**src/rtl/mseq_pkg.sv**
```systemverilog
package mseq_pkg;

   typedef enum logic {
      MODE_NORMAL  = 1'b0,
      MODE_SPECIAL = 1'b1
   } mseq_mode_e;

   // default control patterns, bit SEQ_LEN-1 is the oldest step
   localparam int          SEQ_LEN_DEF      = 5;
   localparam logic [4:0]  ENTER_BLANK_DEF  = 5'b10111;
   localparam logic [4:0]  ENTER_STROBE_DEF = 5'b00010;
   localparam logic [4:0]  EXIT_BLANK_DEF   = 5'b10111;
   localparam logic [4:0]  EXIT_STROBE_DEF  = 5'b00000;

endpackage

```
**src/rtl/mseq_history.sv**
```systemverilog
module mseq_history #(
   parameter int               SEQ_LEN      = 5,
   parameter int               PFX_LEN      = 4,
   parameter logic [SEQ_LEN-1:0] ENTER_BLANK  = 5'b10111,
   parameter logic [SEQ_LEN-1:0] ENTER_STROBE = 5'b00010,
   parameter logic [SEQ_LEN-1:0] EXIT_BLANK   = 5'b10111,
   parameter logic [SEQ_LEN-1:0] EXIT_STROBE  = 5'b00000
) (
   input  logic clk,
   input  logic rst_n,
   input  logic blank_i,
   input  logic strobe_i,
   output logic enter_hit_o,
   output logic exit_hit_o,
   output logic pfx_hit_o
);
   localparam int HIST_LEN = SEQ_LEN - 1;
   localparam logic [PFX_LEN-1:0] PFX_BLANK  = PFX_LEN'(ENTER_BLANK  >> (SEQ_LEN - PFX_LEN));
   localparam logic [PFX_LEN-1:0] PFX_STROBE = PFX_LEN'(ENTER_STROBE >> (SEQ_LEN - PFX_LEN));

   generate
      if (SEQ_LEN < 2) begin : g_len_bad
         $error("mseq_history: SEQ_LEN must be at least 2");
      end
      if (PFX_LEN < 1 || PFX_LEN > SEQ_LEN) begin : g_pfx_bad
         $error("mseq_history: PFX_LEN out of range");
      end
      if (ENTER_STROBE == EXIT_STROBE && ENTER_BLANK == EXIT_BLANK) begin : g_same_bad
         $error("mseq_history: entry and exit patterns must differ");
      end
   endgenerate

   logic [HIST_LEN-1:0] blank_h;
   logic [HIST_LEN-1:0] strobe_h;
   logic [SEQ_LEN-1:0]  win_blank;
   logic [SEQ_LEN-1:0]  win_strobe;

   always_ff @(posedge clk or negedge rst_n) begin
      if (!rst_n) begin
         blank_h  <= '0;
         strobe_h <= '0;
      end else begin
         blank_h  <= win_blank[HIST_LEN-1:0];
         strobe_h <= win_strobe[HIST_LEN-1:0];
      end
   end

   always_comb begin
      win_blank  = {blank_h, blank_i};
      win_strobe = {strobe_h, strobe_i};
      enter_hit_o = (win_blank == ENTER_BLANK) && (win_strobe == ENTER_STROBE);
      exit_hit_o  = (win_blank == EXIT_BLANK)  && (win_strobe == EXIT_STROBE);
      pfx_hit_o   = strobe_i &&
                    (win_blank[PFX_LEN-1:0]  == PFX_BLANK) &&
                    (win_strobe[PFX_LEN-1:0] == PFX_STROBE);
   end


   exit_enter_excl_chk: assert property (@(posedge clk) disable iff (!rst_n)
      !(enter_hit_o && exit_hit_o));

endmodule

```
**src/rtl/mseq_mode_ctl.sv**
```systemverilog
module mseq_mode_ctl
   import mseq_pkg::*;
(
   input  logic       clk,
   input  logic       rst_n,
   input  logic       strobe_i,
   input  logic       enter_hit_i,
   input  logic       exit_hit_i,
   input  logic       pfx_hit_i,
   output mseq_mode_e mode_o,
   output logic       bright_we_o,
   output logic       chan_load_o,
   output logic       chan_clear_o
);
   mseq_mode_e mode_q;
   mseq_mode_e mode_d;
   logic       load_d;
   logic       clear_d;

   always_comb begin
      mode_d  = mode_q;
      clear_d = 1'b0;
      if (enter_hit_i) begin
         mode_d = MODE_SPECIAL;
      end else if (exit_hit_i) begin
         mode_d  = MODE_NORMAL;
         clear_d = (mode_q == MODE_SPECIAL);
      end
      load_d      = strobe_i && !pfx_hit_i && (mode_q == MODE_NORMAL);
      bright_we_o = strobe_i && !pfx_hit_i && (mode_q == MODE_SPECIAL);
   end

   always_ff @(posedge clk or negedge rst_n) begin
      if (!rst_n) begin
         mode_q       <= MODE_NORMAL;
         chan_load_o  <= 1'b0;
         chan_clear_o <= 1'b0;
      end else begin
         mode_q       <= mode_d;
         chan_load_o  <= load_d;
         chan_clear_o <= clear_d;
      end
   end

   assign mode_o = mode_q;


   enter_takes_chk: assert property (@(posedge clk) disable iff (!rst_n)
      enter_hit_i |=> (mode_q == MODE_SPECIAL));


   clear_on_exit_chk: assert property (@(posedge clk) disable iff (!rst_n)
      chan_clear_o |-> (mode_q == MODE_NORMAL && $past(mode_q) == MODE_SPECIAL));


   pfx_no_load_chk: assert property (@(posedge clk) disable iff (!rst_n)
      pfx_hit_i |=> !chan_load_o);


   special_no_load_chk: assert property (@(posedge clk) disable iff (!rst_n)
      chan_load_o |-> ($past(mode_q) == MODE_NORMAL));

endmodule

```
**src/rtl/mseq_bright_reg.sv**
```systemverilog
module mseq_bright_reg #(
   parameter int                CODE_W     = 8,
   parameter logic [CODE_W-1:0] RESET_CODE = '1
) (
   input  logic              clk,
   input  logic              rst_n,
   input  logic              we_i,
   input  logic [CODE_W-1:0] d_i,
   output logic [CODE_W-1:0] q_o
);
   always_ff @(posedge clk or negedge rst_n) begin
      if (!rst_n) begin
         q_o <= RESET_CODE;
      end else if (we_i) begin
         q_o <= d_i;
      end
   end


   bright_hold_chk: assert property (@(posedge clk) disable iff (!rst_n)
      !$past(we_i) |-> $stable(q_o));

endmodule

```
**src/rtl/mseq_gain_map.sv**
```systemverilog
module mseq_gain_map #(
   parameter int CODE_W   = 8,
   parameter bit GAIN_REG = 1'b0
) (
   input  logic              clk,
   input  logic              rst_n,
   input  logic [CODE_W-1:0] code_i,
   output logic [CODE_W-2:0] idx_o,
   output logic [CODE_W-1:0] frac_o
);
   localparam int STEP_W = CODE_W - 2;
   localparam int IDX_W  = STEP_W + 1;
   localparam int FRAC_W = STEP_W + 2;
   localparam logic [FRAC_W-1:0] LO_BASE = FRAC_W'(1) << STEP_W;
   localparam logic [FRAC_W-1:0] HI_BASE = FRAC_W'(2) << STEP_W;

   generate
      if (CODE_W < 3) begin : g_w_bad
         $error("mseq_gain_map: CODE_W must be at least 3");
      end
   endgenerate

   logic [STEP_W-1:0] step;
   logic [IDX_W-1:0]  idx_c;
   logic [FRAC_W-1:0] frac_c;

   // step MSB sits at code bit 2, LSB at the top code bit
   generate
      for (genvar i = 0; i < STEP_W; i++) begin : g_rev
         assign step[STEP_W-1-i] = code_i[2+i];
      end
   endgenerate

   always_comb begin
      idx_c = {code_i[1], step};
      if (code_i[1]) begin
         frac_c = HI_BASE + {step, 1'b0};
      end else begin
         frac_c = LO_BASE + FRAC_W'(step);
      end
   end

   generate
      if (GAIN_REG) begin : g_reg
         always_ff @(posedge clk or negedge rst_n) begin
            if (!rst_n) begin
               idx_o  <= '1;
               frac_o <= HI_BASE + {{STEP_W{1'b1}}, 1'b0};
            end else begin
               idx_o  <= idx_c;
               frac_o <= frac_c;
            end
         end
      end else begin : g_comb
         assign idx_o  = idx_c;
         assign frac_o = frac_c;
      end
   endgenerate


   frac_floor_chk: assert property (@(posedge clk) disable iff (!rst_n)
      frac_o >= LO_BASE);


   frac_monotonic_chk: assert property (@(posedge clk) disable iff (!rst_n)
      (idx_o > $past(idx_o)) |-> (frac_o > $past(frac_o)));

endmodule

```
**src/rtl/led_mode_seq.sv**
```systemverilog
module led_mode_seq
   import mseq_pkg::*;
#(
   parameter int CODE_W   = 8,
   parameter int SEQ_LEN  = SEQ_LEN_DEF,
   parameter int PFX_LEN  = 4,
   parameter bit GAIN_REG = 1'b0
) (
   input  logic              clk,
   input  logic              rst_n,
   input  logic              blank_i,
   input  logic              strobe_i,
   input  logic [CODE_W-1:0] sr_word_i,
   output logic              special_o,
   output logic [CODE_W-1:0] bright_o,
   output logic [CODE_W-2:0] gain_idx_o,
   output logic [CODE_W-1:0] gain_frac_o,
   output logic              chan_load_o,
   output logic              chan_clear_o
);
   generate
      if (SEQ_LEN != SEQ_LEN_DEF) begin : g_seq_bad
         $error("led_mode_seq: control patterns are defined for five steps");
      end
   endgenerate

   logic       enter_hit;
   logic       exit_hit;
   logic       pfx_hit;
   logic       bright_we;
   mseq_mode_e mode;

   mseq_history #(
      .SEQ_LEN      (SEQ_LEN),
      .PFX_LEN      (PFX_LEN),
      .ENTER_BLANK  (ENTER_BLANK_DEF),
      .ENTER_STROBE (ENTER_STROBE_DEF),
      .EXIT_BLANK   (EXIT_BLANK_DEF),
      .EXIT_STROBE  (EXIT_STROBE_DEF)
   ) u_hist (
      .clk         (clk),
      .rst_n       (rst_n),
      .blank_i     (blank_i),
      .strobe_i    (strobe_i),
      .enter_hit_o (enter_hit),
      .exit_hit_o  (exit_hit),
      .pfx_hit_o   (pfx_hit)
   );

   mseq_mode_ctl u_ctl (
      .clk          (clk),
      .rst_n        (rst_n),
      .strobe_i     (strobe_i),
      .enter_hit_i  (enter_hit),
      .exit_hit_i   (exit_hit),
      .pfx_hit_i    (pfx_hit),
      .mode_o       (mode),
      .bright_we_o  (bright_we),
      .chan_load_o  (chan_load_o),
      .chan_clear_o (chan_clear_o)
   );

   mseq_bright_reg #(
      .CODE_W     (CODE_W),
      .RESET_CODE ({CODE_W{1'b1}})
   ) u_bright (
      .clk   (clk),
      .rst_n (rst_n),
      .we_i  (bright_we),
      .d_i   (sr_word_i),
      .q_o   (bright_o)
   );

   mseq_gain_map #(
      .CODE_W   (CODE_W),
      .GAIN_REG (GAIN_REG)
   ) u_gain (
      .clk    (clk),
      .rst_n  (rst_n),
      .code_i (bright_o),
      .idx_o  (gain_idx_o),
      .frac_o (gain_frac_o)
   );

   assign special_o = (mode == MODE_SPECIAL);


   one_strobe_chk: assert property (@(posedge clk) disable iff (!rst_n)
      $onehot0({chan_load_o, chan_clear_o, $past(bright_we)}));

endmodule

```
**config.mk**
```make
export PLATFORM = sky130hd
export DESIGN_NAME = led_mode_seq
export DESIGN_NICKNAME = d
export VERILOG_FILES = /design/src/rtl/mseq_pkg.sv /design/src/rtl/mseq_history.sv /design/src/rtl/mseq_mode_ctl.sv /design/src/rtl/mseq_bright_reg.sv /design/src/rtl/mseq_gain_map.sv /design/src/rtl/led_mode_seq.sv
export SDC_FILE = /design/constraint.sdc
export NUM_CORES = 1
export LEC_CHECK = 0
export BUFFER_PORTS_ARGS = -buffer_cell sky130_fd_sc_hd__buf_2
export CORE_MARGIN = 4
export CORE_UTILIZATION = 45
export DETAILED_ROUTE_END_ITERATION = 8
export PLACE_DENSITY = 0.85
export REMOVE_ABC_BUFFERS = 1
export SKIP_CTS_REPAIR_TIMING = 1
export SYNTH_ARGS = -nofsm -noshare
export SYNTH_HDL_FRONTEND = slang
export SYNTH_SLANG_ARGS = --single-unit
```
**constraint.sdc**
```tcl
create_clock -name clk -period 2.95 [get_ports clk]
set_input_delay 0.4425 -clock clk [delete_from_list [all_inputs] [get_ports clk]]
set_output_delay 0.4425 -clock clk [all_outputs]
set_load 0.005 [all_outputs]
```
==> results.md <==
CTS:
- CTS placed an instance of sky130_fd_sc_hd__clkbuf_4 at the clock tree root.
- The number of H-tree branching levels is 1.
- The clock slew seen by the registers of the worst setup and hold paths is 0.10 ns.
- The number of buffers between clock root and the deepest sink is 2.
- The clock reaches the later pin of the worst-skew pair after 0.28 ns.
- The TritonCTS clock tree is yes.
- The number of sinks driven by the clock tree is 19.
- The number of buffers created by CTS is 3.

Synthesis:
- The top cell type by total area after synthesis is sky130_fd_sc_hd__dfrtp_1.
- Of all flip-flops after synthesis, the portion carrying an async set or reset was 1.000.
- The dominant register cell in the synthesized netlist is sky130_fd_sc_hd__dfrtp_1.
- The cell area that synthesis handed to floorplanning was 829.5 um^2.
- The share of Yosys cell area claimed by the top area cell type is 0.3318.
- The share of the Yosys chip area taken by registers is 0.5852.
- The post-synthesis cell count is 55.
- By area the synthesized netlist is led by sky130_fd_sc_hd__dfrtp_1 (33%), sky130_fd_sc_hd__dfstp_2 (25%), sky130_fd_sc_hd__mux2_2 (19%).
- The distinct cell type count after synthesis is 17.
- The synthesized design contains 19 register bits.
- In this run, synthesis inferred 0 flip-flops with an integrated enable.
- Dividing the synthesized area by the synthesized cell count gives 15.08 um^2.
- The yosys synthesis warning count is 0.

Die:
- 38 I/O pins were placed.
- The height of the chip is 50.94 um.
- For this configuration, the core starts out at a cell density of 0.4753.
- The floorplan step defined a die boundary enclosing 0.002594 mm^2.
- The overall die width is 50.94 um.
- The total area inside the core boundary comes to 0.001745 mm^2.
- The number of rows in the core area is 15.

Global route:
- The number of global-route vias before repair came to 526.
- Summed over all layers, the global routing overflow is 0.
- The total track usage is 0.1196.
- The largest net degree at the start of global routing is 20.
- The initial antenna violation count was 0.
- The global-route wire length before repair is 2.311 mm.

Timing:
- The final worst clock skew is 0.001354 ns.
- The post-layout minimum cycle time is 1.855 ns.
- Setup repair after global routing left no endpoint under its margin.
- The measured slew at the worst slew-check pin is 0.4701 ns.
- The part of the cycle the worst path needs is 0.6289.
- The worst hold slack across all endpoints is 0.06909 ns.
- Timing would allow up to 539.0 MHz.
- The number of pins exceeding their max-slew limit in the final report is 0.
- The number of endpoints with negative hold slack in the final report was 0.
- In this run the tightest slew margin relative to its limit is 0.6859.
- In the final timing run, aggregate negative setup slack is 0 ns.
- The final setup violation count is 0.

Placed design:
- The final weighted congestion of routability-driven global placement is 0.6695.
- Summed over all nets, the half-perimeter wirelength after detailed placement is 1.176 mm.
- In this run the tool buffered the top-level ports with 37 buffer cells.

Route:
- For this block, the routed nets add up to 1.444 mm of wire.
- The detailed router finished its first iteration with 0 violations.
- The via total after detailed routing is 503.
- For this run, the detailed router's first-pass iteration total came to 1.
- The average wire per cell in the routed design is 12.89 um.
- The total DRC errors in the routed layout is 0.
- In this run the remaining antenna-violating nets after routing total 0.
- The vias per cell is 4.491.

Power and ir drop:
- The maximum ir drop on the vdd rail is 0.3250 mV.
- The ratio of total power to cell area is 638.7 mW/mm^2.
- The static leakage is 0.5098 nW.
- The design draws 0.6441 mW.

Worst setup path:
- The cell at the slowest stage of the critical path is sky130_fd_sc_hd__dfstp_2.
- The required arrival time at the worst endpoint is 2.51 ns.
- The kind of start point of the critical path is a register.
- In this run the worst path has a maximum fanout of 11.
- The endpoint class of the critical path is an output pin.
- The critical path data arrival time is 1.41 ns.
- The critical path class is reg2out.
- For this run, the slowest stage of the critical path takes 0.66 ns.
- Walking the worst path, the cells encountered are mux2_2, buf_2.

Outcome:
- The flow ran to the end, and the final reports show no timing, DRC or antenna violations.

Hold path:
- The path category of the worst min-delay check is in2async.

Final layout:
- The count of antenna diodes in the layout is 0.
- Of the cells placed in the final design, the portion with a size suffix greater than 1 is 0.7586.
- The signed area change from the synthesized netlist to the final layout is 21.57%.
- At the end of the flow, the number of nets in the layout was 100.

Flow run:
- The count of max-cap constraint violations is 0.
where the power goes:
| part | switching [mW] | total, mW | leakage, nW | internal (mW) |
|---|---|---|---|---|
| Combinational | 0.0639 | 0.170 | 0.279 | 0.106 |
| Sequential | 0.0376 | 0.352 | 0.216 | 0.314 |
| Clock | 0.0706 | 0.123 | 0.0150 | 0.0525 |
| Total | 0.172 | 0.644 | 0.510 | 0.472 |
per-stage QoR:
| stage | util | setup slack (ns) | cell area (um^2) | std cells |
|---|---|---|---|---|
| after floorplan | - | 1.468 | 765.7 | 46 |
| after global placement | 0.5627 | 1.302 | 982.2 | 108 |
| after detailed placement | 0.5627 | 1.261 | 982.2 | 108 |
| after CTS | 0.5778 | 1.078 | 1008 | 112 |
| after global routing | 0.5778 | 1.012 | 1008 | 112 |
| final | 0.5778 | 1.095 | 1008 | 112 |
state kept, by name, summed over array words and instances (netlist names):
register	flops
u_ctl.chan_load_o	1
u_hist.blank_h	4
u_ctl.chan_clear_o	1
u_ctl.mode_o	1
u_hist.strobe_h	4
u_bright.q_o	8
final timing paths:
| check | from | to | slack, ns | depth (start not counted) |
|---|---|---|---|---|
| worst max-delay path | u_bright.q_o[1] | gain_frac_o[2] | 1.09 | 2 |
| worst min-delay path | rst_n | u_hist.blank_h[3] | 0.07 | 1 |
| worst max register to register | u_hist.strobe_h[1] | u_bright.q_o[4] | 1.34 | 3 |
| worst min register to register | u_hist.strobe_h[1] | u_hist.strobe_h[2] | 0.39 | 0 |
| max in group asynchronous | rst_n | u_bright.q_o[0] | 2.56 | 1 |
| min in group clk | blank_i | u_hist.blank_h[0] | 0.30 | 1 |
synthesized netlist by cell type, types with 2 or more instances:
master,n
sky130_fd_sc_hd__buf_4,8
sky130_fd_sc_hd__dfrtp_1,11
sky130_fd_sc_hd__dfstp_2,8
sky130_fd_sc_hd__mux2_2,14
sky130_fd_sc_hd__nor2_1,2
cell usage in the layout, fill, tap and decap left out:
cell type                    n
sky130_fd_sc_hd__and3_1      1
sky130_fd_sc_hd__buf_2      37
sky130_fd_sc_hd__clkbuf_1    1
sky130_fd_sc_hd__clkbuf_4    3
sky130_fd_sc_hd__dfrtp_1    11
sky130_fd_sc_hd__dfstp_2     8
sky130_fd_sc_hd__mux2_2     14
sky130_fd_sc_hd__nand2_1     1
sky130_fd_sc_hd__nand2b_1    1
sky130_fd_sc_hd__nand2b_4    1
sky130_fd_sc_hd__nand4bb_4   1
sky130_fd_sc_hd__nor2_1      2
sky130_fd_sc_hd__nor2b_1     1
sky130_fd_sc_hd__nor3_1      1
sky130_fd_sc_hd__nor4_1      1
sky130_fd_sc_hd__o311ai_4    1
sky130_fd_sc_hd__o31ai_1     1
sky130_fd_sc_hd__or2_2       1
worst max-delay path: cells and delay by family, from the launching register on:
family	cells	cell delay [ns]
DFF	1	0.66
buffers and inverters	1	0.12
muxes	1	0.35
kinds of logic after synthesis:
group                  share of synthesized area
AO/OA/AOI/OAI                            0.04073
buffers and inverters                    0.07692
flip-flops                                0.5852
multiplexers                              0.1900
AND/OR/NAND/NOR                           0.1071
per-layer routing:
metal	up-vias	GRT usage	wire, um
met5	-	0	0
met4	0	0.06726	21
met3	2	0.02915	65
met2	14	0.2124	817
met1	242	0.1278	540
li1	245	-	-
cell type report:
class                           instances  area (um^2)
Tap cell                               25        31.28
Fill cell                             141        737.0
Multi-Input combinational cell         27        280.3
Sequential cell                        19        485.5
Clock buffer                            4        26.28
Timing Repair Buffer                   37        185.2
No activity file was read; power rests on OpenSTA's default activity.
